[config.mk]
export PLATFORM = sky130hd
export DESIGN_NAME = ie_top
export DESIGN_NICKNAME = d
export VERILOG_FILES = /design/src/rtl/ie_pkg.sv /design/src/rtl/ie_arc_judge.sv /design/src/rtl/ie_le_acc.sv /design/src/rtl/ie_coef_mul.sv /design/src/rtl/ie_top.sv
export SDC_FILE = /design/constraint.sdc
export NUM_CORES = 1
export LEC_CHECK = 0
export CAP_MARGIN = 40
export CORE_MARGIN = 1.5
export CORE_UTILIZATION = 55
export DETAILED_ROUTE_END_ITERATION = 12
export DONT_BUFFER_PORTS = 1
export PLACE_DENSITY = 0.75
export SYNTH_ARGS = -nofsm -noshare
export SYNTH_HDL_FRONTEND = slang
export SYNTH_SLANG_ARGS = --single-unit
[constraint.sdc]
create_clock -name clk -period 6.9 [get_ports clk]
set_clock_uncertainty 0.1 [all_clocks]
set_input_delay 0 -clock clk [delete_from_list [all_inputs] [get_ports clk]]
set_output_delay 0 -clock clk [all_outputs]
set_load 0.02 [all_outputs]
[src/rtl/ie_pkg.sv]
package ie_pkg;

    typedef enum logic [1:0] {
        ACT_HOLD = 2'd0,
        ACT_DEC  = 2'd1,
        ACT_INC  = 2'd2
    } act_e;

    // forward (counterclockwise) sector distance from a to b
    function automatic int sec_fwd(input int a, input int b, input int n);
        return (b >= a) ? (b - a) : (b + n - a);
    endfunction

    // x strictly inside the shorter arc joining a and b
    function automatic logic arc_holds(input int a, input int b, input int x, input int n);
        int   dab;
        int   dx;
        logic r;
        dab = sec_fwd(a, b, n);
        r   = 1'b0;
        if (dab != 0 && 2 * dab != n) begin
            if (2 * dab < n) begin
                dx = sec_fwd(a, x, n);
                r  = (dx != 0) && (dx < dab);
            end else begin
                dx = sec_fwd(b, x, n);
                r  = (dx != 0) && (dx < n - dab);
            end
        end
        return r;
    endfunction

endpackage

[src/rtl/ie_arc_judge.sv]
module ie_arc_judge
    import ie_pkg::*;
#(
    parameter  int SECTORS = 36,
    localparam int SW      = $clog2(SECTORS)
) (
    input  logic          smp_i,
    input  logic          qual_i,
    input  logic [SW-1:0] prev_i,
    input  logic [SW-1:0] cur_i,
    input  logic [SW-1:0] res_i,
    input  logic [2:0]    tiny_i,
    output act_e          act_o
);

    always_comb begin
        int   p;
        int   c;
        int   r;
        logic ok;
        logic shrink;
        logic grow;
        p  = int'(prev_i);
        c  = int'(cur_i);
        r  = int'(res_i);
        // gating
        ok = smp_i && qual_i && (tiny_i == 3'b000) &&
             (p < SECTORS) && (c < SECTORS) && (r < SECTORS);
        shrink = arc_holds(p, c, r, SECTORS);
        grow   = arc_holds(p, r, c, SECTORS);
        act_o  = ACT_HOLD;
        if (ok && r != c) begin
            if (shrink)    act_o = ACT_DEC;
            else if (grow) act_o = ACT_INC;
        end
    end

endmodule

[src/rtl/ie_le_acc.sv]
module ie_le_acc
    import ie_pkg::*;
#(
    parameter int LW = 16
) (
    input  logic          clk,
    input  logic          rst_n,
    input  act_e          act_i,
    input  logic [LW-1:0] init_i,
    input  logic [LW-1:0] min_i,
    input  logic [LW-1:0] max_i,
    input  logic [LW-1:0] step_i,
    output logic [LW-1:0] le_o,
    output logic          upd_o
);

    localparam int EW = LW + 1;

    typedef struct packed {
        logic [LW-1:0] le;
        logic          upd;
    } acc_t;

    acc_t st_d, st_q;

    always_comb begin
        logic [EW-1:0] up;
        logic [EW-1:0] lo_lim;
        up     = {1'b0, st_q.le} + {1'b0, step_i};
        lo_lim = {1'b0, min_i} + {1'b0, step_i};
        st_d     = st_q;
        st_d.upd = 1'b0;
        case (act_i)
            ACT_INC: begin
                st_d.le  = (up > {1'b0, max_i}) ? max_i : up[LW-1:0];
                st_d.upd = 1'b1;
            end
            ACT_DEC: begin
                st_d.le  = ({1'b0, st_q.le} < lo_lim) ? min_i : (st_q.le - step_i);
                st_d.upd = 1'b1;
            end
            default: ;
        endcase
    end

    always_ff @(posedge clk) begin
        if (!rst_n) st_q <= '{le: init_i, upd: 1'b1};
        else        st_q <= st_d;
    end

    assign le_o  = st_q.le;
    assign upd_o = st_q.upd;

    a_r9_ceiling: assert property (@(posedge clk) disable iff (!rst_n)
        (act_i == ACT_INC) |=> (le_o <= $past(max_i)));

    a_r9_floor: assert property (@(posedge clk) disable iff (!rst_n)
        (act_i == ACT_DEC) |=> (le_o >= $past(min_i)));

    a_r12_one_step: assert property (@(posedge clk) disable iff (!rst_n)
        (act_i != ACT_HOLD) |=>
            (({1'b0, le_o} <= {1'b0, $past(le_o)} + {1'b0, $past(step_i)}) &&
             ({1'b0, le_o} + {1'b0, $past(step_i)} >= {1'b0, $past(le_o)})));

    a_r3_hold_keeps: assert property (@(posedge clk) disable iff (!rst_n)
        (act_i == ACT_HOLD) |=> $stable(le_o));

endmodule

[src/rtl/ie_coef_mul.sv]
module ie_coef_mul #(
    parameter  int LW    = 16,
    parameter  int RW    = 16,
    parameter  int RSH   = 8,
    parameter  int RECIP = 200,
    localparam int PW    = LW + RW,
    localparam int CW    = PW - RSH
) (
    input  logic          clk,
    input  logic          rst_n,
    input  logic          upd_i,
    input  logic [LW-1:0] le_i,
    output logic [CW-1:0] coef_o
);

    localparam logic [RW-1:0] RECIP_C = RW'(RECIP);

    logic [CW-1:0] coef_d, coef_q;

    always_comb begin
        logic [PW-1:0] prod;
        prod   = {{RW{1'b0}}, le_i} * {{LW{1'b0}}, RECIP_C};
        coef_d = upd_i ? prod[PW-1:RSH] : coef_q;
    end

    always_ff @(posedge clk) begin
        if (!rst_n) coef_q <= '0;
        else        coef_q <= coef_d;
    end

    assign coef_o = coef_q;

    a_r10_coef_hold: assert property (@(posedge clk) disable iff (!rst_n)
        !upd_i |=> $stable(coef_o));

endmodule

[src/rtl/ie_top.sv]
module ie_top
    import ie_pkg::*;
#(
    parameter  int SECTORS = 36,
    parameter  int LW      = 16,
    parameter  int RW      = 16,
    parameter  int RSH     = 8,
    parameter  int RECIP   = 200,
    localparam int SW      = $clog2(SECTORS),
    localparam int CW      = LW + RW - RSH
) (
    input  logic          clk,
    input  logic          rst_n,
    input  logic          smp_vld,
    input  logic          qual_ok,
    input  logic [SW-1:0] sec_prev,
    input  logic [SW-1:0] sec_cur,
    input  logic [SW-1:0] sec_res,
    input  logic          tiny_prev,
    input  logic          tiny_cur,
    input  logic          tiny_res,
    input  logic [LW-1:0] le_init,
    input  logic [LW-1:0] le_min,
    input  logic [LW-1:0] le_max,
    input  logic [LW-1:0] le_step,
    output logic [LW-1:0] le_o,
    output logic [CW-1:0] coef_o
);

    act_e act;
    logic upd;

    ie_arc_judge #(.SECTORS(SECTORS)) u_judge (
        .smp_i  (smp_vld),
        .qual_i (qual_ok),
        .prev_i (sec_prev),
        .cur_i  (sec_cur),
        .res_i  (sec_res),
        .tiny_i ({tiny_res, tiny_cur, tiny_prev}),
        .act_o  (act)
    );

    ie_le_acc #(.LW(LW)) u_acc (
        .clk    (clk),
        .rst_n  (rst_n),
        .act_i  (act),
        .init_i (le_init),
        .min_i  (le_min),
        .max_i  (le_max),
        .step_i (le_step),
        .le_o   (le_o),
        .upd_o  (upd)
    );

    ie_coef_mul #(.LW(LW), .RW(RW), .RSH(RSH), .RECIP(RECIP)) u_coef (
        .clk    (clk),
        .rst_n  (rst_n),
        .upd_i  (upd),
        .le_i   (le_o),
        .coef_o (coef_o)
    );

    a_r6_unqualified_hold: assert property (@(posedge clk) disable iff (!rst_n)
        (smp_vld && !qual_ok) |=> $stable(le_o));

    a_r7_tiny_hold: assert property (@(posedge clk) disable iff (!rst_n)
        (smp_vld && (tiny_prev || tiny_cur || tiny_res)) |=> $stable(le_o));

    a_r8_idle_hold: assert property (@(posedge clk) disable iff (!rst_n)
        !smp_vld |=> $stable(le_o));

    a_r3_aligned_hold: assert property (@(posedge clk) disable iff (!rst_n)
        (smp_vld && sec_res == sec_cur) |=> $stable(le_o));

    a_r11_same_sector_hold: assert property (@(posedge clk) disable iff (!rst_n)
        (smp_vld && sec_prev == sec_cur) |=> $stable(le_o));

endmodule

==> reports/results.ini, run 1 <==
[sta]
setup_tns_ps=0
rsz0062_at_grt=false
slew_viol_final=0
fin_crit_sh_pct=95.0
setup_viol=0
final.min_clock_period_ps=6560
finalHoldViolations=0
tightest_slew_ps=940
clock.fmax_mhz=153
maxSlewHeadroom_pct=37.1

[route]
first_pass_iters=5
totalWireLength_um=32000
drt_iter0_drc=819
drc=0
route.vias.total=10700
vias_per_cell=6.29
wl_per_cell_um=18.8
drtAntennaViolNets=0

[setup_path]
critPathKind=in2reg
cp_max_fo=16
critPathCaptureType=register
reg2reg_slack_ps=1040
cp.arrival_ps=6500
r2r-end=u_acc.le_o[14]
r2r_start=u_acc.le_o[0]
reg2reg_depth=20
startpoint_type=primary input
required_ps=6840

[yosys]
ys_seq_elements=33
synth_edf_count=16
avgSynthCellArea_um2=7.92
synth_flop_cell=dfxtp_1
synth.distinct_cells=89
yosysWarnings=0
synthCells=1411
synthArstFlopShare_pct=0
ys_seq_area_share_pct=7.34
synth_area_um2=11200

[hold_path]
worst_hold_path.endpoint=u_coef.coef_o[11]
hold-path-cell-count=3
worstHoldStart=rst_n
hp-class=in2reg

[floorplanning]
die-area_um2=21200
die_h_um=146
initial_core_util_pct=56.7
ios=129
num_rows=51
core_area_um2=19700
die_x_um=146

[layout]
syn2layout_area_growth_pct=7.71
mostFrequentLayoutCells=ha_1, inv_1, nor2_1
drive_gt1_share_pct=5.57
postLayoutCoreUtil_pct=61.1
final_nets=1793
diodes=0
layout_commonest_cell=ha_1

[global_routing]
grt_max_degree=28
grt_pass1_vias=10100
grt_pass1_wl_um=51600
gr-total-overflow=0
track_usage_pct=29.6
antenna_found_initial=0

[clock_network]
cts.clk_slew.worst_paths_ps=60
cts.path.max_buffers=2
htreeDepth=2
insertion_delay_ps=290
cts_inserted_buffers=5
clockRootBuffer=clkbuf_16
numClockSinks=33
tritoncts=yes

[power_and_ir_drop]
total_leakage_power_nw=5.97
powerDensity_nw_per_um2=209
ir_drop_mv=0.113

[placement]
gp_congestion=0.966
dpl.hpwl_um=26200
numPortBuffers=0

[run_status]
run_status=complete, no violations

[job]
maxCapViolations=0

-- metal layers --
metal | vias to the layer above | wire length, um | track usage [%]
met1 | 5037 | 14100 | 38.9
met2 | 379 | 14600 | 49.5
li1 | 5216 | - | -
met4 | 0 | 1020 | 9.29
met3 | 74 | 2310 | 4.42
met5 | - | 0 | 0
-- state kept, by name, indices dropped and copies added, names as in the netlist --
signal	flops
u_acc.le_o	16
u_coef.coef_o	16
u_acc.upd_o	1
-- cell type report --
cell class	instances	area, um^2
repair buffers	59	603
multi-input cells	1184	9570
clock inverters	3	17.5
flip-flops and latches	33	821
well taps	265	332
fillers	1744	7680
inverters	153	574
clock buffers	5	125
-- synthesized netlist by cell type (6+ instances only) --
library cell	count	area share, %
fa_1	18	3.2
ha_1	250	28
nor3_1	25	1.1
a211oi_1	20	1.3
nand4_1	15	0.84
or3_1	9	0.50
mux2i_1	49	4.4
xnor2_1	61	4.8
nor2b_1	25	1.4
o21bai_1	12	0.81
buf_2	9	0.40
a21oi_1	90	4.0
a21o_1	38	2.6
a31o_2	11	0.86
nand2b_1	23	1.3
a31oi_1	13	0.73
inv_1	152	5.1
clkbuf_1	24	0.81
nand3_1	25	1.1
o21ai_2	11	0.86
or2_2	11	0.62
o21ai_0	83	3.7
nor2_1	91	3.1
xor2_1	34	2.7
edfxtp_1	16	4.3
o221ai_1	7	0.55
and2_1	6	0.34
dfxtp_1	17	3.0
a2bb2oi_1	15	1.2
o31ai_1	27	1.8
nand2_1	53	1.8
o22ai_1	10	0.56
o21a_1	14	0.94
o211ai_1	11	0.74
and3_1	8	0.45
buf_4	9	0.60
nor4_1	11	0.62
-- metrics by stage --
stage | cells | power [W] | hold slack, ps | instance area, um^2 | setup slack, ps
after CTS | 1701 | 0.00249 | 113 | 12000 | 24.8
after floorplan | 1418 | 0.00184 | 98.3 | 11200 | 1610
after detailed placement | 1646 | 0.00223 | 22.7 | 11400 | 565
after global routing | 1702 | 0.00277 | 145 | 12000 | 7.38
final | 1702 | 0.00252 | 120 | 12000 | 343
after global placement | 1641 | 0.00218 | 32.1 | 11300 | 868
-- kinds of logic after synthesis --
kind of cell	after synthesis	synth area share, %
and+or+nand+nor	331	15.3
other	1	0.0335
DFF	33	7.34
AOI/OAI and AO/OA	429	26.6
buffers and inverters	201	7.36
xor gates and xnor gates	95	7.44
adders and majority gates	268	31.2
muxes	53	4.79
-- power breakdown --
part	switching (W)	internal, W
sequential	0.0000960	0.000251
combinational	0.00110	0.000847
clock	0.0000923	0.000132
-- what timing repair did --
action	CTS	global route
resized for setup	0	4
setup buffers	0	1
endpoints found under the hold margin	18	0
endpoints found under the setup margin	0	13
hold buffers	47	0
-- worst max path at each step --
| stage | startpoint | endpoint | slack [ps] | cells after the start |
|---|---|---|---|---|
| 2_1_floorplan | sec_prev[2] | u_acc.le_o[0] | 1610 | 26 |
| 3_5_place_dp | sec_cur[2] | u_acc.le_o[7] | 570 | 23 |
| 4_1_cts | sec_cur[2] | u_acc.le_o[11] | 20 | 25 |
| 5_1_grt | sec_cur[0] | u_acc.le_o[14] | 7 | 27 |
| 6_report | sec_cur[0] | u_acc.le_o[6] | 340 | 27 |
| 3_3_place_gp | sec_cur[0] | u_acc.le_o[0] | 870 | 23 |
-- worst max-delay path, cell delays in order --
cell and delay [ps]:
inv_1 30, ha_1 220, fa_1 490, nand2b_1 210, a21oi_1 230, o21ai_0 140, nor2b_1 150, ha_1 290
inv_1 50, a2111oi_0 560, o21ai_1 290, buf_2 230, nor2_1 120, xnor2_1 80, ha_1 290, nand4_1 80
or4_1 500, a21oi_1 130, o21ai_0 140, a32oi_1 250, nor4_2 110, o211ai_4 240, buf_12 180, a2bb2oi_1 230
dlygate4sd3_1 620, o21ai_2 60, dlygate4sd3_1 560
(Power assumes the default switching activity.)
==> run 2: changes to the inputs <==
- RECOVER_POWER: default -> 100
- clock period: 6.9 -> 8.4 ns (I/O delays scaled with it)
==> run 2 against run 1 <==
Sequential power shrank 17%. Cell area shrank 1.1%. First-iteration DRC count grew 7.0%. Setup slack gained 770 ps. Die area is the same. Combinational power shrank 19%.
==> reports/results.ini, run 2 (same netlist as run 1, synthesis figures left out) <==
[clock_network]
htreeDepth=2  ; unchanged
cts_inserted_buffers=5  ; unchanged
insertion_delay_ps=290  ; about the same
cts.clk_slew.worst_paths_ps=60  ; about the same
cts.path.max_buffers=2  ; unchanged
clockRootBuffer=clkbuf_16  ; unchanged
tritoncts=yes  ; unchanged
numClockSinks=33  ; unchanged

[layout]
fin_area_um2=11900  ; was 12000 um^2
final_nets=1789  ; was 1793
layout_commonest_cell=ha_1  ; unchanged
drive_gt1_share_pct=4.40  ; was 5.57%
mostFrequentLayoutCells=ha_1, inv_1, o21ai_0  ; was ha_1, inv_1, nor2_1
syn2layout_area_growth_pct=6.48  ; was 7.71%
diodes=0  ; unchanged
postLayoutCoreUtil_pct=60.4  ; was 61.1%

[route]
wl_per_cell_um=18.8  ; about the same
totalWireLength_um=31900  ; was 32000 um
first_pass_iters=5  ; unchanged
drt_iter0_drc=876  ; was 819
drc=0  ; unchanged
route.vias.total=10800  ; was 10700
vias_per_cell=6.33  ; was 6.29
drtAntennaViolNets=0  ; unchanged

[sta]
finalHoldViolations=0  ; unchanged
setup_tns_ps=0  ; unchanged
slew_viol_final=0  ; unchanged
final.min_clock_period_ps=7280
worst_slack_ps=1120  ; was 343 ps
fin_crit_sh_pct=86.7
maxSlewHeadroom_pct=37.6  ; was 37.1%
clock.fmax_mhz=137
tightest_slew_ps=932  ; was 940 ps
setup_viol=0  ; unchanged
rsz0062_at_grt=false  ; unchanged

[setup_path]
worst-path-buf-inv=3  ; was 6
cp_max_fo=16  ; unchanged
r2r_start=u_acc.le_o[0]  ; unchanged
crit_slowest_cell=dlygate4sd3_1  ; unchanged
path_delay_family=compound AO/OA/AOI/OAI gates  ; unchanged
worst_path_largest_cell_delay_ps=590  ; was 620 ps
crit_path_start=sec_cur[2]  ; was sec_cur[0]
startpoint_type=primary input  ; unchanged
reg2reg_slack_ps=2450  ; was 1040 ps
cp.arrival_ps=7220  ; was 6500 ps
required_ps=8340  ; was 6840 ps
critPathKind=in2reg  ; unchanged
crit_top_cell=o21ai_0  ; was ha_1
critPathCaptureType=register  ; unchanged

[placement]
detailedPlace.worstSlack_ps=1980  ; was 565 ps
numPortBuffers=0  ; unchanged
place_area_um2=11400  ; about the same
gp_congestion=0.967  ; was 0.966
dpl.hpwl_um=26100  ; was 26200 um

[floorplanning]
num_rows=51  ; unchanged
die-area_um2=21200  ; unchanged
ios=129  ; unchanged
die_x_um=146  ; unchanged
core_area_um2=19700  ; unchanged
initial_core_util_pct=56.7  ; unchanged
die_h_um=146  ; unchanged

[hold_path]
worstHoldStart=rst_n  ; unchanged
hp-class=in2reg  ; unchanged

[run_status]
run_status=complete, no violations  ; unchanged

[global_routing]
gr-total-overflow=0  ; unchanged
antenna_found_initial=0  ; unchanged
grt_pass1_wl_um=51200  ; was 51600 um
track_usage_pct=29.3  ; was 29.6%
grt_pass1_vias=10200  ; was 10100
grt_max_degree=20  ; was 28

[power_and_ir_drop]
ir_drop_mv=0.0858  ; was 0.113 mV
powerDensity_nw_per_um2=172  ; was 209 nW/um^2
p_total_w=0.00205  ; was 0.00252 W
total_leakage_power_nw=5.91  ; was 5.97 nW

[job]
maxCapViolations=0  ; unchanged

-- run 2: final cells by class --
cell class              instances  area [um^2]
inverters                     153          574
multi-input cells            1184         9500
repair buffers                 55          536
flip-flops and latches         33          821
well taps                     265          332
clock buffers                   5          125
fillers                      1735         7810
clock inverters                 3         17.5
-- run 2: report_power, final --
group / internal [W] / switching, W
sequential: 0.000206 / 0.0000806
clock: 0.000109 / 0.0000753
combinational: 0.000686 / 0.000895
-- run 2: worst min-delay path, cell delays in order --
cell    delay, ps
inv_1         210
buf_8         260
nor2_1         90
-- run 2: stage by stage --
| step | hold WS [ps] | cells |
|---|---|---|
| after floorplan | 98.3 | 1418 |
| after global placement | 30.4 | 1638 |
| after detailed placement | 21.2 | 1643 |
| after CTS | 214 | 1697 |
| after global routing | 252 | 1698 |
| final | 229 | 1698 |
-- run 2: layer usage --
metal	up-vias	track usage [%]	part of all wire, %
met5	-	0	0
met4	0	10.5	3.3
met3	68	4.76	7.2
met2	428	49.7	46
met1	5042	37.4	43
li1	5216	-	-
-- run 2: final timing paths --
kind,to,depth (start not counted)
worst max-delay path,u_acc.le_o[7],25
worst min register to register,u_coef.coef_o[15],2
worst max register to register,u_acc.le_o[15],21
worst min-delay path,u_coef.coef_o[10],3
-- run 2: what timing repair did --
item / in CTS / in global routing
setup buffers: 0 / 0
hold buffers: 46 / 0
endpoints found under the hold margin: 18 / 0
resized for setup: 0 / 0
